`src/rtl/pm_sleep_pkg.sv`:
```
package pm_sleep_pkg;
   localparam int PM_TYPE_W = 3;
   localparam int PM_RAILS  = 3;
   localparam int PM_DEPTH_W = $clog2(PM_RAILS + 1);

   localparam logic [PM_TYPE_W-1:0] PM_CODE_S1 = 3'b001;
   localparam logic [PM_TYPE_W-1:0] PM_CODE_S3 = 3'b101;
   localparam logic [PM_TYPE_W-1:0] PM_CODE_S4 = 3'b110;
   localparam logic [PM_TYPE_W-1:0] PM_CODE_S5 = 3'b111;

   typedef enum logic [1:0] {
      PH_RUN    = 2'd0,
      PH_ENTER  = 2'd1,
      PH_ASLEEP = 2'd2
   } pm_phase_e;

   typedef logic [PM_DEPTH_W-1:0] pm_depth_t;

   typedef struct packed {
      logic      ok;
      pm_depth_t depth;
   } pm_decode_t;

   // depth = number of rail controls asserted in that sleep state
   function automatic pm_decode_t pm_decode(input logic [PM_TYPE_W-1:0] code);
      pm_decode_t d;
      d.ok    = 1'b1;
      d.depth = '0;
      unique case (code)
         PM_CODE_S1: d.depth = pm_depth_t'(0);
         PM_CODE_S3: d.depth = pm_depth_t'(1);
         PM_CODE_S4: d.depth = pm_depth_t'(2);
         PM_CODE_S5: d.depth = pm_depth_t'(3);
         default:    d.ok    = 1'b0;
      endcase
      return d;
   endfunction
endpackage

```
`src/rtl/pm_ovr_timer.sv`:
```
module pm_ovr_timer #(
   parameter int unsigned OVR_TICKS = 4
) (
   input  logic clk,
   input  logic rst_n,
   input  logic slow_tick,
   input  logic btn_pressed,
   output logic ovr_fire
);
   localparam int unsigned LIMIT = OVR_TICKS + 1;
   localparam int unsigned CNT_W = $clog2(LIMIT + 1);

   generate
      if (OVR_TICKS < 1) begin : g_bad_ticks
         $error("pm_ovr_timer: OVR_TICKS must be at least 1");
      end
   endgenerate

   logic [CNT_W-1:0] cnt_q;

   // fires on the tick that takes the held count past OVR_TICKS
   assign ovr_fire = btn_pressed && slow_tick && (cnt_q == CNT_W'(OVR_TICKS));

   always_ff @(posedge clk) begin
      if (!rst_n) begin
         cnt_q <= '0;
      end else if (!btn_pressed) begin
         cnt_q <= '0;
      end else if (slow_tick && (cnt_q != CNT_W'(LIMIT))) begin
         cnt_q <= cnt_q + 1'b1;
      end
   end
endmodule

```
`src/rtl/pm_wake_gate.sv`:
```
module pm_wake_gate (
   input  logic clk,
   input  logic rst_n,
   input  logic asleep,
   input  logic wake_evt,
   input  logic bat_low,
   input  logic flush,
   output logic wake_go
);
   logic pend_q;

   assign wake_go = asleep && (wake_evt || pend_q) && !bat_low;

   always_ff @(posedge clk) begin
      if (!rst_n) begin
         pend_q <= 1'b0;
      end else if (flush || wake_go) begin
         pend_q <= 1'b0;
      end else if (asleep && wake_evt) begin
         pend_q <= 1'b1;
      end
   end
endmodule

```
`src/rtl/pm_state_fsm.sv`:
```
module pm_state_fsm
   import pm_sleep_pkg::*;
(
   input  logic                 clk,
   input  logic                 rst_n,
   input  logic                 sleep_go,
   input  logic [PM_TYPE_W-1:0] type_code,
   input  logic                 stop_grant,
   input  logic                 ovr_fire,
   input  logic                 wake_go,
   output pm_phase_e            phase,
   output pm_depth_t            depth,
   output logic                 wake_done
);
   pm_phase_e  ph_q, ph_d;
   pm_depth_t  dp_q, dp_d;
   pm_decode_t dec;

   always_comb begin
      dec       = pm_decode(type_code);
      ph_d      = ph_q;
      dp_d      = dp_q;
      wake_done = 1'b0;
      if (ovr_fire) begin
         ph_d = PH_ASLEEP;
         dp_d = pm_depth_t'(PM_RAILS);
      end else begin
         unique case (ph_q)
            PH_RUN: begin
               if (sleep_go && dec.ok) begin
                  ph_d = PH_ENTER;
                  dp_d = dec.depth;
               end
            end
            PH_ENTER: begin
               if (stop_grant) ph_d = PH_ASLEEP;
            end
            PH_ASLEEP: begin
               if (wake_go) begin
                  ph_d      = PH_RUN;
                  wake_done = 1'b1;
               end
            end
            default: ph_d = PH_RUN;
         endcase
      end
   end

   always_ff @(posedge clk) begin
      if (!rst_n) begin
         ph_q <= PH_RUN;
         dp_q <= '0;
      end else begin
         ph_q <= ph_d;
         dp_q <= dp_d;
      end
   end

   assign phase = ph_q;
   assign depth = dp_q;
endmodule

```
`src/rtl/pm_rail_drv.sv`:
```
module pm_rail_drv
   import pm_sleep_pkg::*;
#(
   parameter int  NUM_RAILS  = PM_RAILS,
   parameter bit  ACTIVE_LOW = 1'b1
) (
   input  pm_phase_e            phase,
   input  pm_depth_t            depth,
   output logic [NUM_RAILS-1:0] rail_out,
   output logic                 stpclk_out,
   output logic                 throttle_off
);
   generate
      if (NUM_RAILS < 1 || NUM_RAILS > PM_RAILS) begin : g_bad_rails
         $error("pm_rail_drv: NUM_RAILS out of range");
      end
   endgenerate

   logic [NUM_RAILS-1:0] rail_on;
   logic                 asleep;
   logic                 stop_on;

   assign asleep       = (phase == PH_ASLEEP);
   assign stop_on      = (phase != PH_RUN);
   assign throttle_off = stop_on;

   for (genvar i = 0; i < NUM_RAILS; i++) begin : g_rail
      assign rail_on[i] = asleep && (int'(depth) > i);
   end

   generate
      if (ACTIVE_LOW) begin : g_low
         assign rail_out   = ~rail_on;
         assign stpclk_out = ~stop_on;
      end else begin : g_high
         assign rail_out   = rail_on;
         assign stpclk_out = stop_on;
      end
   endgenerate
endmodule

```
`src/rtl/pm_sleep_ctrl.sv`:
```
module pm_sleep_ctrl
   import pm_sleep_pkg::*;
#(
   parameter int unsigned OVR_TICKS = 4
) (
   input  logic                 clk,
   input  logic                 rst_n,
   input  logic                 slow_tick,
   input  logic                 type_wr,
   input  logic [PM_TYPE_W-1:0] type_in,
   input  logic                 sleep_go,
   input  logic                 stop_grant,
   input  logic                 btn_pressed,
   input  logic                 wake_evt,
   input  logic                 bat_low,
   input  logic                 wake_sts_w1c,
   output logic                 stpclk_n,
   output logic                 rail_a_n,
   output logic                 rail_b_n,
   output logic                 rail_c_n,
   output logic                 wake_sts,
   output logic                 throttle_off
);
   logic [PM_TYPE_W-1:0] type_q;
   logic                 ovr_fire;
   logic                 wake_go;
   logic                 wake_done;
   pm_phase_e            phase;
   pm_depth_t            depth;
   logic [PM_RAILS-1:0]  rails;
   logic                 wsts_q;

   always_ff @(posedge clk) begin
      if (!rst_n)       type_q <= '0;
      else if (type_wr) type_q <= type_in;
   end

   pm_ovr_timer #(.OVR_TICKS(OVR_TICKS)) u_timer (
      .clk         (clk),
      .rst_n       (rst_n),
      .slow_tick   (slow_tick),
      .btn_pressed (btn_pressed),
      .ovr_fire    (ovr_fire)
   );

   pm_wake_gate u_wake (
      .clk      (clk),
      .rst_n    (rst_n),
      .asleep   (phase == PH_ASLEEP),
      .wake_evt (wake_evt),
      .bat_low  (bat_low),
      .flush    (ovr_fire),
      .wake_go  (wake_go)
   );

   pm_state_fsm u_fsm (
      .clk        (clk),
      .rst_n      (rst_n),
      .sleep_go   (sleep_go),
      .type_code  (type_q),
      .stop_grant (stop_grant),
      .ovr_fire   (ovr_fire),
      .wake_go    (wake_go),
      .phase      (phase),
      .depth      (depth),
      .wake_done  (wake_done)
   );

   pm_rail_drv #(.NUM_RAILS(PM_RAILS), .ACTIVE_LOW(1'b1)) u_drv (
      .phase        (phase),
      .depth        (depth),
      .rail_out     (rails),
      .stpclk_out   (stpclk_n),
      .throttle_off (throttle_off)
   );

   always_ff @(posedge clk) begin
      if (!rst_n)            wsts_q <= 1'b0;
      else if (wake_done)    wsts_q <= 1'b1;
      else if (wake_sts_w1c) wsts_q <= 1'b0;
   end

   assign rail_a_n = rails[0];
   assign rail_b_n = rails[1];
   assign rail_c_n = rails[2];
   assign wake_sts = wsts_q;
endmodule

```
`config.mk`:
```
export PLATFORM = sky130hd
export DESIGN_NAME = pm_sleep_ctrl
export DESIGN_NICKNAME = d
export VERILOG_FILES = /design/src/rtl/pm_sleep_pkg.sv /design/src/rtl/pm_ovr_timer.sv /design/src/rtl/pm_wake_gate.sv /design/src/rtl/pm_state_fsm.sv /design/src/rtl/pm_rail_drv.sv /design/src/rtl/pm_sleep_ctrl.sv
export SDC_FILE = /design/constraint.sdc
export NUM_CORES = 1
export LEC_CHECK = 0
export ABC_AREA = 1
export BUFFER_PORTS_ARGS = -buffer_cell sky130_fd_sc_hd__buf_4
export CORE_MARGIN = 5
export CORE_UTILIZATION = 45
export CTS_CLUSTER_DIAMETER = 150
export DETAILED_ROUTE_END_ITERATION = 10
export GPL_ROUTABILITY_DRIVEN = 0
export HOLD_SLACK_MARGIN = 0.03
export PLACE_DENSITY = 0.72
export SETUP_SLACK_MARGIN = 0.3
export SLEW_MARGIN = 40
export SYNTH_ARGS = -nofsm -noshare
export SYNTH_HDL_FRONTEND = slang
export SYNTH_SLANG_ARGS = --single-unit
```
`constraint.sdc`:
```
create_clock -name clk -period 2.1 [get_ports clk]
set_clock_uncertainty 0.2 [all_clocks]
set_input_delay 0.105 -clock clk [delete_from_list [all_inputs] [get_ports clk]]
set_output_delay 0.105 -clock clk [all_outputs]
set_load 0.05 [all_outputs]
```
* Word-level counts from Yosys, hierarchy flattened
Cells that the tools add are included.
Word-level totals: register bits 12, logic and storage cells 68, input bits 13
Operators by class: reduce and logical (&&, ||, !) cells 25, add/subtract/negate cells 1, mux-type cells 15, bitwise gates (word level) 3, magnitude comparators 3, eq/ne operators 14
Operator list (count):
- $mux W2 | 7
- $eq A3 B3 Y1 const B | 4
- $pmux W2 S3 | 2
- $logic_and A1 B1 Y1 | 10
- $ne A3 B3 Y1 const B | 3
- $reduce_bool A2 Y1 | 4
- $mux W1 | 6
- $reduce_and A3 Y1 | 2
- $gt A2 B1 Y1 const B | 2
- $ne A2 B2 Y1 const B | 2
- $reduce_and A2 Y1 | 2
- $reduce_or A2 Y1 | 2
- $reduce_or A4 Y1 | 1
- $add A3 B1 Y3 const B | 1
- $eq A3 B1 Y1 const B | 1
- $ne A3 B2 Y1 const B | 1
- $not A3 Y3 | 1
- $eq A2 B1 Y1 const B | 1
- $eq A2 B2 Y1 const B | 1
- $gt A2 B2 Y1 const B | 1
- $logic_not A2 Y1 | 1
- $logic_or A1 B1 Y1 | 2
- $ne A2 B1 Y1 const B | 1
- $not A1 Y1 | 2
- $logic_not A1 Y1 | 1

* Logic depth before layout (Yosys ltp)
depth in word-level cells 7, gate-level depth with buffers 7, gate-level depth less buffers 7

* By module
A second synthesis with hierarchy kept.
Second synthesis, totals: cell total of the unflattened synthesis 118, area total of the unflattened synthesis 701.9 µm²
By module, submodules not included:
- pm_state_fsm | seq. area each 80.1 µm², times used 1, cells an instance 40, area an instance 234.0 µm²
- pm_ovr_timer | seq. area each 60.1 µm², times used 1, cells an instance 31, area an instance 201.4 µm²
- pm_sleep_ctrl | seq. area each 80.1 µm², times used 1, cells an instance 21, area an instance 148.9 µm²
- pm_wake_gate | seq. area each 20.0 µm², times used 1, cells an instance 14, area an instance 70.1 µm²
- pm_rail_drv | seq. area each 0.0 µm², times used 1, cells an instance 12, area an instance 47.5 µm²

* Worst setup path before layout
Ideal clock, no wire load.
path type register to output, start reg u_fsm.dp_q[0] (netlist: u_fsm.depth[0]), end out rail_a_n, arrival time 1.403 ns, slack 0.392 ns, cell stages (with the launch flop) 2, path through dfxtp_1 -> o21ai_0
On the way: longest elaborated chain between the ends 3
RTL lines:
- start: declaration | line pm_state_fsm.sv:16 | pm_depth_t dp_q, dp_d;
- start signal: assignment | line pm_state_fsm.sv:55 | dp_q <= dp_d;
- $gt A2 B1 Y1 | line pm_rail_drv.sv:28 | assign rail_on[i] = asleep && (int'(depth) > i);
- $logic_and A1 B1 Y1 | line pm_rail_drv.sv:28
- $not A3 Y3 | line pm_rail_drv.sv:33 | assign rail_out = ~rail_on;
- end: declaration | line pm_sleep_ctrl.sv:18 | output logic rail_a_n,
No other way between the ends.

==> impl_metrics.toml <==
[status]
status = "completed"

[routing]
num_vias = 630
drt-pass1-iter-count = 4
ant_nets = 0
drt-initial-drc-count = 20
wl_per_cell_um = 11.3
wirelength_um = 1520
viasPerCell = 4.70
drc_errors = 0

[sta]
maxSlewViolCount = 0
timing.fmax_ghz = 0.603
relSlewSlack_pct = 84.5
layout_min_cycle_time_ns = 1.66
worst_slack_ns = 0.441
rsz0062_at_grt = "no"
setup_viol = 0
whs_ns = 0.289
hold_viol_final = 0
fin_crit_sh_pct = 79.0
worstMarginPinSlew_ns = 0.232
setup_tns_ns = 0

[place]
place_ws_ns = 0.732
hpwl_um = 962
port_buffers = 18

[clock_tree]
tritoncts = "yes"
h-tree-depth = 1
cts_setup_buffers = 0
max-clock-path-buffers = 2
clkTransAtPathRegs_ns = 0.07
numCtsBuffers = 3
root_buffer = "clkbuf_4"
cts_sinks = 12
cts_resized = 0
insertion_delay_ns = 0.26

[finish]
drive_gt1_share_pct = 20.2
areaGrowthSynthToFinish_pct = 55.1
multi_input_area_um2 = 297
n_antenna_cell = 0
fin_nets = 137
seqCellArea_um2 = 240
num-fill-cells = 102

[yosys]
synth_top_cell_area_share_pct = 40.5
yosys-top-cells-area = "dfxtp_1, nand2_1, inv_1, a21oi_1, ha_1"
synth_seq_area_share_pct = 40.5
yosysUniqueCellTypes = 16
synth_area_per_cell_um2 = 7.15
yosysWarnings = 0
synthesis.nets = 99
syn_area_um2 = 593
yosys.area.top_type = "dfxtp_1"
netlist_instances = 83
synth-seq-cells = 12

[global_routing]
track_usage_pct = 16.9
grt_pass1_vias = 606
antenna_found_initial = 0
grt_pass1_wl_um = 2540
grt_overflow_total = 0
grt_max_degree = 8

[critical_path]
worst_setup_path_start_kind = "input pin"
cp.arrival_ns = 1.65
crit_required_ns = 2.09
crit_type = "input pin to register"
worstPathMaxFanout = 4
cp-end-kind = "register"

[min_path]
hold_path.class = "register to register"

[pwr]
leakagePower_nw = 0.431
total_power_w = 0.000470
pwr_density_cell_nw_per_um2 = 511
max-vdd-ir-drop_v = 0.000382

[floorplanning]
dieArea_um2 = 2140
coreArea_um2 = 1270
die_h_um = 46.3
initial_core_util_pct = 46.7
row_count = 13
ios = 19
fp.dieW_um = 46.3

[job]
cap_violations = 0
worst max-delay path: stages:
cell and delay (ns):
dlygate4sd3_1 0.56, buf_4 0.15, inv_1 0.09, o21ai_0 0.07, dlygate4sd3_1 0.55, a21oi_1 0.13
what timing repair did:
item / CTS / global route
hold endpoints to repair: 12 / 0
hold buffers: 15 / 0
endpoints found under the setup margin: 0 / 0
registers in the layout (all words and copies together), names as in the netlist:
register and cells:
u_fsm.depth 2, wake_sts 1, u_fsm.phase 2, type_q 3, u_wake.pend_q 1, u_timer.cnt_q 3
cell usage in the layout (no fill, tap or decap):
cell type,Yosys,layout
buf_4,0,18
and2_1,1,1
dlygate4sd3_1,0,15
nand3b_1,3,3
ha_1,3,3
nand2_1,18,18
clkbuf_4,0,3
dfxtp_1,12,12
nor2_1,7,7
a211oi_1,1,1
inv_1,14,14
nand4_1,1,1
nand3_1,5,5
nor2_4,1,1
inv_2,1,1
nand2_2,1,1
o21ai_0,5,5
a21oi_1,8,8
nor3b_1,2,2
where the power goes:
group	total (W)	internal (W)	switching, W
Combinational	0.0000920	0.0000481	0.0000439
Clock	0.000134	0.0000661	0.0000682
Sequential	0.000244	0.000236	0.00000767
Total	0.000470	0.000350	0.000120
cell usage after synthesis:
master and instances:
a211oi_1 1, a21oi_1 8, and2_1 1, dfxtp_1 12
ha_1 3, inv_1 14, inv_2 1, nand2_1 18
nand2_2 1, nand3_1 5, nand3b_1 3, nand4_1 1
nor2_1 7, nor2_4 1, nor3b_1 2, o21ai_0 5
through the flow:
| step | std cells | area (um^2) | utilization [%] |
|---|---|---|---|
| global placement | 116 | 747 | 58.9 |
| floorplan | 83 | 593 | - |
| CTS | 134 | 920 | 72.5 |
| global route | 134 | 920 | 72.5 |
| finish | 134 | 920 | 72.5 |
| detailed placement | 116 | 747 | 58.9 |
final cells by class:
class	instances	area share (%)
clock buffer	3	2.45
inverter	15	6.12
multi-input combinational	56	32.2
sequential	12	26.1
tap	15	2.04
timing repair buffer	33	31.0
final timing paths:
check	startpoint	endpoint	slack [ns]	cells past startpoint
worst min register to register	type_q[1]	type_q[1]	0.29	2
worst max-delay path	type_wr	type_q[1]	0.44	6
worst max register to register	u_timer.cnt_q[0]	u_wake.pend_q	0.73	5
worst min-delay path	type_q[1]	type_q[1]	0.29	2
logic make-up after synthesis:
| kind of cell | Yosys count | synth area share (%) |
|---|---|---|
| simple gates | 39 | 31.4 |
| buf+inv | 15 | 9.49 |
| compound gates | 14 | 12.2 |
| flops | 12 | 40.5 |
| fa+ha+maj | 3 | 6.33 |
metal layers:
metal	track usage [%]	vias to the layer above	share of wire (%)
met3	3.13	8	6.0
met4	7.95	0	2.6
met2	29.1	20	50
li1	-	334	-
met1	19.7	268	41
met5	0	-	0
(Power assumes the default switching activity.)
